--- src/rtl/sdr_pkg.sv ---
package sdr_pkg;

  typedef enum logic [2:0] {
    ST_IDLE,
    ST_HUNT,
    ST_DATA,
    ST_CRCH,
    ST_CRCL
  } sdr_state_e;

  localparam logic [7:0]  START_TOKEN = 8'hFE;
  localparam logic [7:0]  IDLE_BYTE   = 8'hFF;
  localparam logic [15:0] CRC_POLY    = 16'h1021;

  // One byte of CRC16 update, MSB of the byte first.
  function automatic logic [15:0] crc16_step(input logic [15:0] c_in,
                                             input logic [7:0]  d_in);
    logic [15:0] c;
    logic [7:0]  d;
    c = c_in;
    d = d_in;
    for (int k = 0; k < 8; k++) begin
      if (c[15] ^ d[7]) c = {c[14:0], 1'b0} ^ CRC_POLY;
      else              c = {c[14:0], 1'b0};
      d = {d[6:0], 1'b0};
    end
    return c;
  endfunction

endpackage

--- src/rtl/sdr_crc16.sv ---
module sdr_crc16 (
  input  logic        clk,
  input  logic        rst_n,
  input  logic        clr,
  input  logic        upd,
  input  logic [7:0]  din,
  output logic [15:0] crc
);
  import sdr_pkg::*;

  logic [15:0] crc_q;
  logic [15:0] crc_d;
  logic        crc_en;

  assign crc_en = clr | upd;

  always_comb begin
    if (clr) crc_d = '0;
    else     crc_d = crc16_step(crc_q, din);
  end

  always_ff @(posedge clk or negedge rst_n) begin
    if (!rst_n)      crc_q <= '0;
    else if (crc_en) crc_q <= crc_d;
  end

  assign crc = crc_q;

endmodule

--- src/rtl/sdr_out_stage.sv ---
module sdr_out_stage (
  input  logic       clk,
  input  logic       rst_n,
  input  logic       load,
  input  logic [7:0] din,
  input  logic       ready,
  output logic       valid,
  output logic [7:0] data
);

  logic       valid_q;
  logic       valid_d;
  logic [7:0] data_q;

  always_comb begin
    valid_d = valid_q;
    if (valid_q && ready) valid_d = 1'b0;
    if (load)             valid_d = 1'b1;
  end

  always_ff @(posedge clk or negedge rst_n) begin
    if (!rst_n) begin
      valid_q <= 1'b0;
      data_q  <= '0;
    end else begin
      valid_q <= valid_d;
      if (load) data_q <= din;
    end
  end

  assign valid = valid_q;
  assign data  = data_q;

endmodule

--- src/rtl/sdr_fsm.sv ---
module sdr_fsm #(
  parameter int CNT_W = 8,
  parameter int SZ_W  = 10,
  parameter int TO_W  = 16
) (
  input  logic             clk,
  input  logic             rst_n,
  input  logic             start,
  input  logic [CNT_W-1:0] blk_count,
  input  logic [SZ_W-1:0]  blk_size,
  input  logic [TO_W-1:0]  to_limit,
  input  logic             crc_chk_en,
  input  logic             xfer_done,
  input  logic [7:0]       xfer_rx,
  input  logic             out_busy,
  input  logic [15:0]      crc_calc,
  output logic             xfer_req,
  output logic             crc_clr,
  output logic             crc_upd,
  output logic             load,
  output logic             done,
  output logic             crc_err,
  output logic             timeout_err
);
  import sdr_pkg::*;

  sdr_state_e       state_q, state_d;
  logic [CNT_W-1:0] left_q, left_d;
  logic [SZ_W-1:0]  size_q, size_d;
  logic [SZ_W-1:0]  idx_q, idx_d;
  logic [TO_W-1:0]  lim_q, lim_d;
  logic [TO_W-1:0]  hunt_q, hunt_d;
  logic             chk_q, chk_d;
  logic [7:0]       crch_q, crch_d;
  logic             done_q, done_d;
  logic             cerr_q, cerr_d;
  logic             terr_q, terr_d;

  logic [SZ_W:0]    idx_nxt;
  logic [TO_W:0]    hunt_nxt;
  logic             last_blk;
  logic             crc_bad;

  assign idx_nxt  = {1'b0, idx_q} + (SZ_W+1)'(1);
  assign hunt_nxt = {1'b0, hunt_q} + (TO_W+1)'(1);
  assign last_blk = (left_q == CNT_W'(1));
  assign crc_bad  = chk_q && ({crch_q, xfer_rx} != crc_calc);

  always_comb begin
    state_d = state_q;
    left_d  = left_q;
    size_d  = size_q;
    idx_d   = idx_q;
    lim_d   = lim_q;
    hunt_d  = hunt_q;
    chk_d   = chk_q;
    crch_d  = crch_q;
    cerr_d  = cerr_q;
    terr_d  = terr_q;
    done_d  = 1'b0;
    crc_clr = 1'b0;
    crc_upd = 1'b0;
    load    = 1'b0;
    case (state_q)
      ST_IDLE: begin
        if (start) begin
          left_d = blk_count;
          size_d = blk_size;
          lim_d  = to_limit;
          chk_d  = crc_chk_en;
          cerr_d = 1'b0;
          terr_d = 1'b0;
          if (blk_count == '0) begin
            done_d = 1'b1;
          end else begin
            state_d = ST_HUNT;
            hunt_d  = '0;
            crc_clr = 1'b1;
          end
        end
      end
      ST_HUNT: begin
        if (xfer_done) begin
          if (xfer_rx == START_TOKEN) begin
            idx_d   = '0;
            state_d = (size_q == '0) ? ST_CRCH : ST_DATA;
          end else if (hunt_nxt >= {1'b0, lim_q}) begin
            terr_d  = 1'b1;
            done_d  = 1'b1;
            state_d = ST_IDLE;
          end else begin
            hunt_d = hunt_nxt[TO_W-1:0];
          end
        end
      end
      ST_DATA: begin
        if (xfer_done) begin
          load    = 1'b1;
          crc_upd = 1'b1;
          if (idx_nxt == {1'b0, size_q}) state_d = ST_CRCH;
          else                            idx_d   = idx_nxt[SZ_W-1:0];
        end
      end
      ST_CRCH: begin
        if (xfer_done) begin
          crch_d  = xfer_rx;
          state_d = ST_CRCL;
        end
      end
      ST_CRCL: begin
        if (xfer_done) begin
          if (crc_bad) begin
            cerr_d  = 1'b1;
            done_d  = 1'b1;
            state_d = ST_IDLE;
          end else if (last_blk) begin
            done_d  = 1'b1;
            state_d = ST_IDLE;
          end else begin
            left_d  = left_q - CNT_W'(1);
            hunt_d  = '0;
            crc_clr = 1'b1;
            state_d = ST_HUNT;
          end
        end
      end
      default: state_d = ST_IDLE;
    endcase
  end

  always_ff @(posedge clk or negedge rst_n) begin
    if (!rst_n) begin
      state_q <= ST_IDLE;
      left_q  <= '0;
      size_q  <= '0;
      idx_q   <= '0;
      lim_q   <= '0;
      hunt_q  <= '0;
      chk_q   <= 1'b0;
      crch_q  <= '0;
      done_q  <= 1'b0;
      cerr_q  <= 1'b0;
      terr_q  <= 1'b0;
    end else begin
      state_q <= state_d;
      left_q  <= left_d;
      size_q  <= size_d;
      idx_q   <= idx_d;
      lim_q   <= lim_d;
      hunt_q  <= hunt_d;
      chk_q   <= chk_d;
      crch_q  <= crch_d;
      done_q  <= done_d;
      cerr_q  <= cerr_d;
      terr_q  <= terr_d;
    end
  end

  assign xfer_req    = (state_q != ST_IDLE) && !out_busy;
  assign done        = done_q;
  assign crc_err     = cerr_q;
  assign timeout_err = terr_q;

endmodule

--- src/rtl/sd_blk_reader.sv ---
module sd_blk_reader #(
  parameter int CNT_W = 8,
  parameter int SZ_W  = 10,
  parameter int TO_W  = 16
) (
  input  logic             clk,
  input  logic             rst_n,
  input  logic             start,
  input  logic [CNT_W-1:0] blk_count,
  input  logic [SZ_W-1:0]  blk_size,
  input  logic [TO_W-1:0]  to_limit,
  input  logic             crc_chk_en,
  output logic             xfer_req,
  output logic [7:0]       xfer_tx,
  input  logic             xfer_done,
  input  logic [7:0]       xfer_rx,
  output logic [7:0]       out_data,
  output logic             out_valid,
  input  logic             out_ready,
  output logic             done,
  output logic             crc_err,
  output logic             timeout_err
);
  import sdr_pkg::*;

  localparam int RST_STAGES = 2;

  logic [RST_STAGES-1:0] rst_pipe;
  logic                  rst_n_int;
  logic                  crc_clr;
  logic                  crc_upd;
  logic                  load;
  logic [15:0]           crc_calc;

  always_ff @(posedge clk or negedge rst_n) begin
    if (!rst_n) rst_pipe <= '0;
    else        rst_pipe <= {rst_pipe[RST_STAGES-2:0], 1'b1};
  end
  assign rst_n_int = rst_pipe[RST_STAGES-1];

  assign xfer_tx = IDLE_BYTE;

  sdr_fsm #(.CNT_W(CNT_W), .SZ_W(SZ_W), .TO_W(TO_W)) u_fsm (
    .clk         (clk),
    .rst_n       (rst_n_int),
    .start       (start),
    .blk_count   (blk_count),
    .blk_size    (blk_size),
    .to_limit    (to_limit),
    .crc_chk_en  (crc_chk_en),
    .xfer_done   (xfer_done),
    .xfer_rx     (xfer_rx),
    .out_busy    (out_valid),
    .crc_calc    (crc_calc),
    .xfer_req    (xfer_req),
    .crc_clr     (crc_clr),
    .crc_upd     (crc_upd),
    .load        (load),
    .done        (done),
    .crc_err     (crc_err),
    .timeout_err (timeout_err)
  );

  sdr_crc16 u_crc (
    .clk   (clk),
    .rst_n (rst_n_int),
    .clr   (crc_clr),
    .upd   (crc_upd),
    .din   (xfer_rx),
    .crc   (crc_calc)
  );

  sdr_out_stage u_out (
    .clk   (clk),
    .rst_n (rst_n_int),
    .load  (load),
    .din   (xfer_rx),
    .ready (out_ready),
    .valid (out_valid),
    .data  (out_data)
  );

endmodule

--- config.mk ---
export PLATFORM = sky130hd
export DESIGN_NAME = sd_blk_reader
export DESIGN_NICKNAME = d
export VERILOG_FILES = /design/src/rtl/sdr_pkg.sv /design/src/rtl/sdr_crc16.sv /design/src/rtl/sdr_out_stage.sv /design/src/rtl/sdr_fsm.sv /design/src/rtl/sd_blk_reader.sv
export SDC_FILE = /design/constraint.sdc
export NUM_CORES = 1
export LEC_CHECK = 0
export BUFFER_PORTS_ARGS = -buffer_cell sky130_fd_sc_hd__buf_2
export CORE_MARGIN = 8
export CORE_UTILIZATION = 50
export CTS_BUF_LIST = sky130_fd_sc_hd__clkbuf_8
export DETAILED_ROUTE_END_ITERATION = 8
export GPL_TIMING_DRIVEN = 0
export PLACE_DENSITY_LB_ADDON = 0.05
export SETUP_SLACK_MARGIN = 0.3
export SLEW_MARGIN = 10
export SYNTH_ARGS = -nofsm -noshare
export SYNTH_HDL_FRONTEND = slang
export SYNTH_SLANG_ARGS = --single-unit
--- constraint.sdc ---
create_clock -name clk -period 5.9 [get_ports clk]
set_input_delay 0.59 -clock clk [delete_from_list [all_inputs] [get_ports clk]]
set_output_delay 0.59 -clock clk [all_outputs]
set_load 0.1 [all_outputs]
## Word level (Yosys, flattened, before mapping)

Index checks and enable logic that the tools add are counted.

- Bits in registers: 102
- Output and inout bits: 21

- Eq/ne operators: 24
- $lt $le $gt $ge: 1
- Muxes and demuxes: 75
- Bitwise gates (word level): 17
- Reductions and logical operators: 21
- Add/subtract/negate cells: 3

Operator list:

| kind | count |
|---|---|
| $mux W16 | 16 |
| $mux W13 | 8 |
| $pmux W16 S3 | 1 |
| $mux W10 | 4 |
| $mux W8 | 4 |
| $mux W3 | 10 |
| $mux W1 | 25 |
| $not A3 Y3 | 8 |
| $ne A2 B2 Y1 const B | 11 |
| $pmux W10 S2 | 1 |
| $add A16 B1 Y17 const B | 1 |
| $ge A17 B16 Y1 | 1 |
| $ne A16 B16 Y1 | 1 |
| $pmux W8 S2 | 1 |
| $pmux W3 S5 | 1 |
| $reduce_and A5 Y1 | 3 |
| $add A10 B1 Y11 const B | 1 |
| $eq A11 B10 Y1 | 1 |
| $logic_not A10 Y1 | 1 |
| $reduce_and A9 Y1 | 1 |
| $eq A8 B1 Y1 const B | 1 |
| $eq A8 B8 Y1 const B | 1 |
| $logic_not A8 Y1 | 1 |
| $ne A2 B1 Y1 const B | 4 |
| 17 further kinds | 34 |

## Logic depth before layout (Yosys ltp)

- Depth in word-level cells: 27
- Depth in mapped cells: 16
- Gate-level depth less buffers: 14

## Hierarchy

From an unflattened synthesis, not the netlist that was laid out.

- Cells, all modules: 628
- Area, all modules: 6,087.1 um^2

Modules (own cells, without submodules):

| module | seq. area each (um^2) | cells each | area an instance (um^2) | instances |
|---|---|---|---|---|
| sdr_fsm | 1,876.8 | 518 | 4,560.6 | 1 |
| sdr_crc16 | 400.4 | 79 | 1,043.5 | 1 |
| sdr_out_stage | 225.2 | 20 | 369.1 | 1 |
| sd_blk_reader | 50.0 | 11 | 113.9 | 1 |

## Worst setup path before layout

OpenSTA, ideal clock, no wires.

- Path kind: reg2reg
- Start: register u_fsm.hunt_q[0]
- End: register u_fsm.hunt_q[13]
- Path slack: 2.432 ns
- Cell stages (with the launch flop): 16
- Arrival: 3.347 ns
- Data required time: 5.779 ns
- Cell sequence: dfrtp_1 -> ha_1 -> nand3_1 -> nor3_2 -> nand3_1 -> nor2_1 -> xor2_1 -> ha_1 -> a21o_1 -> a21o_1 -> a31oi_1 -> o311ai_2 -> or2_2 -> a21o_4 -> buf_6 -> a22o_1

- Longest elaborated chain between the ends: 5
- Elaborated cells on any way between the ends: 8

Ends and longest elaborated chain:

| element | line | source |
|---|---|---|
| start: declaration | sdr_fsm.sv:32 | `logic [TO_W-1:0] hunt_q, hunt_d;` |
| start signal: assignment | sdr_fsm.sv:150 | `hunt_q <= hunt_d;` |
| $add A16 B1 Y17 (*) | sdr_fsm.sv:45 | `assign hunt_nxt = {1'b0, hunt_q} + (TO_W+1)'(1);` |
| branches (longest 4 deep; another with $ge A17 B16 Y1) | n/a |  |

Every way passes the cells marked *. The select of a mux whose other input is x is not followed.
A chain may end at the register's enable or synchronous reset.

## Final worst setup path

- Start: register u_fsm.hunt_q[0]
- End: register u_fsm.hunt_q[1]

The elaborated chain is that of the path after synthesis.

==> impl_metrics.env <==
export IMPL_area_growth_pct=12.7
export IMPL_setup_violations=0
export IMPL_synth_edff_count=0
export IMPL_antenna_found_initial=0
export IMPL_required_ns=6.18
export IMPL_vdd_drop_max_uv=189
export IMPL_cap_violations=0
export IMPL_core_area_um2=11800
export IMPL_startpoint_type="register"
export IMPL_worstMarginPinSlew_ns=0.934
export IMPL_ys_warn_count=0
export IMPL_num_vias=4833
export IMPL_numCtsBuffers=9
export IMPL_placed_area_um2=6490
export IMPL_initial_core_util_pct=50.4
export IMPL_placedCellCount=858
export IMPL_rows=40
export IMPL_hold_viol=0
export IMPL_cts_htree_levels=3
export IMPL_ys_seq_area_share_pct=42.9
export IMPL_diodes=0
export IMPL_cts_sinks=102
export IMPL_slew_violations=0
export IMPL_fin_skew_ns=0.0232
export IMPL_synth_seq_cells=102
export IMPL_fin_nets=791
export IMPL_routabilityCongestion=0.844
export IMPL_tritoncts="done"
export IMPL_clk_path_buf_depth=2
export IMPL_synth_most_common_cell="dfrtp_1"
export IMPL_grt_pass1_vias=4928
export IMPL_drt_initial_drc_count=263
export IMPL_grt_usage_pct=18.5
export IMPL_grt_start_max_net_pins=55
export IMPL_p_leak_nw=3.10
export IMPL_grtUsageMet3_pct=4.33
export IMPL_synth_cells=642
export IMPL_grt_use_met1_pct=21.6
export IMPL_synth_top_area_share_pct=42.9
export IMPL_slew_headroom_pct=37.5
export IMPL_ioPinCount=69
export IMPL_place_hpwl_um=10700
export IMPL_wirelength_um=13900
export IMPL_cts_resized=0
export IMPL_fin_ws_ns=1.95
export IMPL_grt_setup_unrepaired="no"
export IMPL_cp_max_fo=10
export IMPL_netlist_area_um2=5950
export IMPL_grt_busiest_layer="met2"
export IMPL_grt_ovfl_total=0
export IMPL_path_clk_slew_ns=0.11
export IMPL_holdCritPathClass="primary input to register"
export IMPL_status="complete, no violations"
export IMPL_cp_arrival_ns=4.23
export IMPL_firstDrtPassIters=4
export IMPL_finalPower_mw=2.23
export IMPL_p_per_area_nw_per_um2=333
export IMPL_ys_types=67
export IMPL_post_place_ws_ns=1.94
export IMPL_dieArea_um2=15600
export IMPL_synth_top_area_cell="dfrtp_1"
export IMPL_syn_avg_cell_area_um2=9.27
export IMPL_drc=0
export IMPL_cts_root_buf="clkbuf_8"
export IMPL_fin_crit_sh_pct=67.0
export IMPL_whs_ns=0.356
export IMPL_drtAntennaViolNets=0
export IMPL_synth_ff_type="dfrtp_1"
export IMPL_hold_buffers=1
export IMPL_final_core_util_pct=56.8
export IMPL_critPathKind="register to register"
export IMPL_fin_area_um2=6710
export IMPL_wl_per_cell_um=15.8
export IMPL_synth_area_leaders="dfrtp_1, xnor2_1, nand2_1"
export IMPL_period_needed_ns=3.95
export IMPL_port_buffers=60
export IMPL_ys_top_cells_by_count="dfrtp_1, nand2_1, nor2_1, xnor2_1, o21ai_0"
export IMPL_fp_dieW_um=125
export IMPL_grt_pass1_wl_um=23800
export IMPL_chipHeight_um=125
export IMPL_fmax_ghz=0.253
export IMPL_worstSkewPairLatency_ns=0.40
export IMPL_drive_above_1_share_pct=18.3
export IMPL_async_flop_share_pct=100
export IMPL_vias_per_cell=5.52
export IMPL_post_cts_buffers=0
export IMPL_final_setup_tns_ns=0
export IMPL_use_met2_pct=32.4
export IMPL_cp_end_kind="register"
export IMPL_instances_no_fill=875
sequential cells by signal (all words and copies together) (netlist names), 3 cells and up:
register / count
u_fsm.left_q: 8
u_fsm.state_q: 3
u_crc.crc: 16
u_fsm.idx_q: 10
u_fsm.lim_q: 16
u_fsm.hunt_q: 16
u_fsm.size_q: 10
u_fsm.crch_q: 8
u_out.data: 8
placed cells by master, fill, tap and decap left out, drive strengths merged, types with 5 or more instances in the layout:
| cell | count |
|---|---|
| a211oi | 7 |
| a21o | 5 |
| a21oi | 23 |
| a22o | 7 |
| and3 | 10 |
| buf | 78 |
| clkbuf | 31 |
| conb | 9 |
| dfrtp | 102 |
| ha | 20 |
| inv | 34 |
| mux2 | 20 |
| nand2 | 75 |
| nand3 | 23 |
| nand4 | 11 |
| nor2 | 58 |
| nor3 | 23 |
| nor4 | 5 |
| o21ai | 42 |
| o22a | 9 |
| o311ai | 6 |
| o31ai | 5 |
| xnor2 | 45 |
| xor2 | 19 |
final timing paths:
kind                            startpoint               end  slack [ns]  cells past startpoint
min reg2reg                    rst_pipe[0]       rst_pipe[1]        0.37                      0
max in group asynchronous      rst_pipe[1]    u_fsm.idx_q[2]        4.81                      1
min                              out_ready       u_out.valid        0.36                      2
max reg2reg                u_fsm.hunt_q[0]   u_fsm.hunt_q[1]        1.95                     15
max                        u_fsm.hunt_q[0]   u_fsm.hunt_q[1]        1.95                     15
min in group asynchronous      rst_pipe[1]  u_fsm.hunt_q[15]        0.38                      0
critical path, stage by stage (launching register included):
cell,delay [ns]
dfrtp_1,0.44
ha_1,0.28
nand3_1,0.19
nor3_2,0.34
nand3_1,0.24
nor2_1,0.18
xor2_1,0.21
ha_1,0.27
a21o_1,0.18
a21o_1,0.18
a31oi_1,0.19
o311ai_2,0.18
or2_2,0.35
a21o_4,0.24
buf_6,0.15
a22o_1,0.23
logic make-up (layout without fill, tap and decap cells):
| family | count (synthesis) | in the layout | share of synthesized area [%] |
|---|---|---|---|
| flops | 102 | 102 | 42.9 |
| fa+ha+maj | 20 | 20 | 4.21 |
| buf+inv | 69 | 147 | 5.28 |
| compound gates | 133 | 133 | 15.4 |
| mux | 22 | 22 | 4.12 |
| xor+xnor | 64 | 64 | 9.55 |
| other cells | 1 | 9 | 0.0630 |
| simple gates | 231 | 231 | 18.5 |
power breakdown:
part           total (mW)  switching [mW]  internal [mW]
clock               0.451           0.235          0.216
sequential          0.979           0.130          0.849
combinational       0.802           0.478          0.324
area by class of cell:
type	count	area, um^2
Buffer	37	191
Clock buffer	11	151
Clock inverter	5	50.0
Fill cell	1097	5110
Inverter	32	123
Multi-Input combinational cell	479	3110
Sequential cell	102	2560
Tap cell	147	184
Timing Repair Buffer	62	338
routing by layer:
metal | up-vias | share of wire (%)
met2 | 89 | 51
li1 | 2403 | -
met3 | 13 | 4.0
met1 | 2328 | 44
met4 | 0 | 1.6
met5 | - | 0
Note: power is estimated with default switching activity, not from simulation.
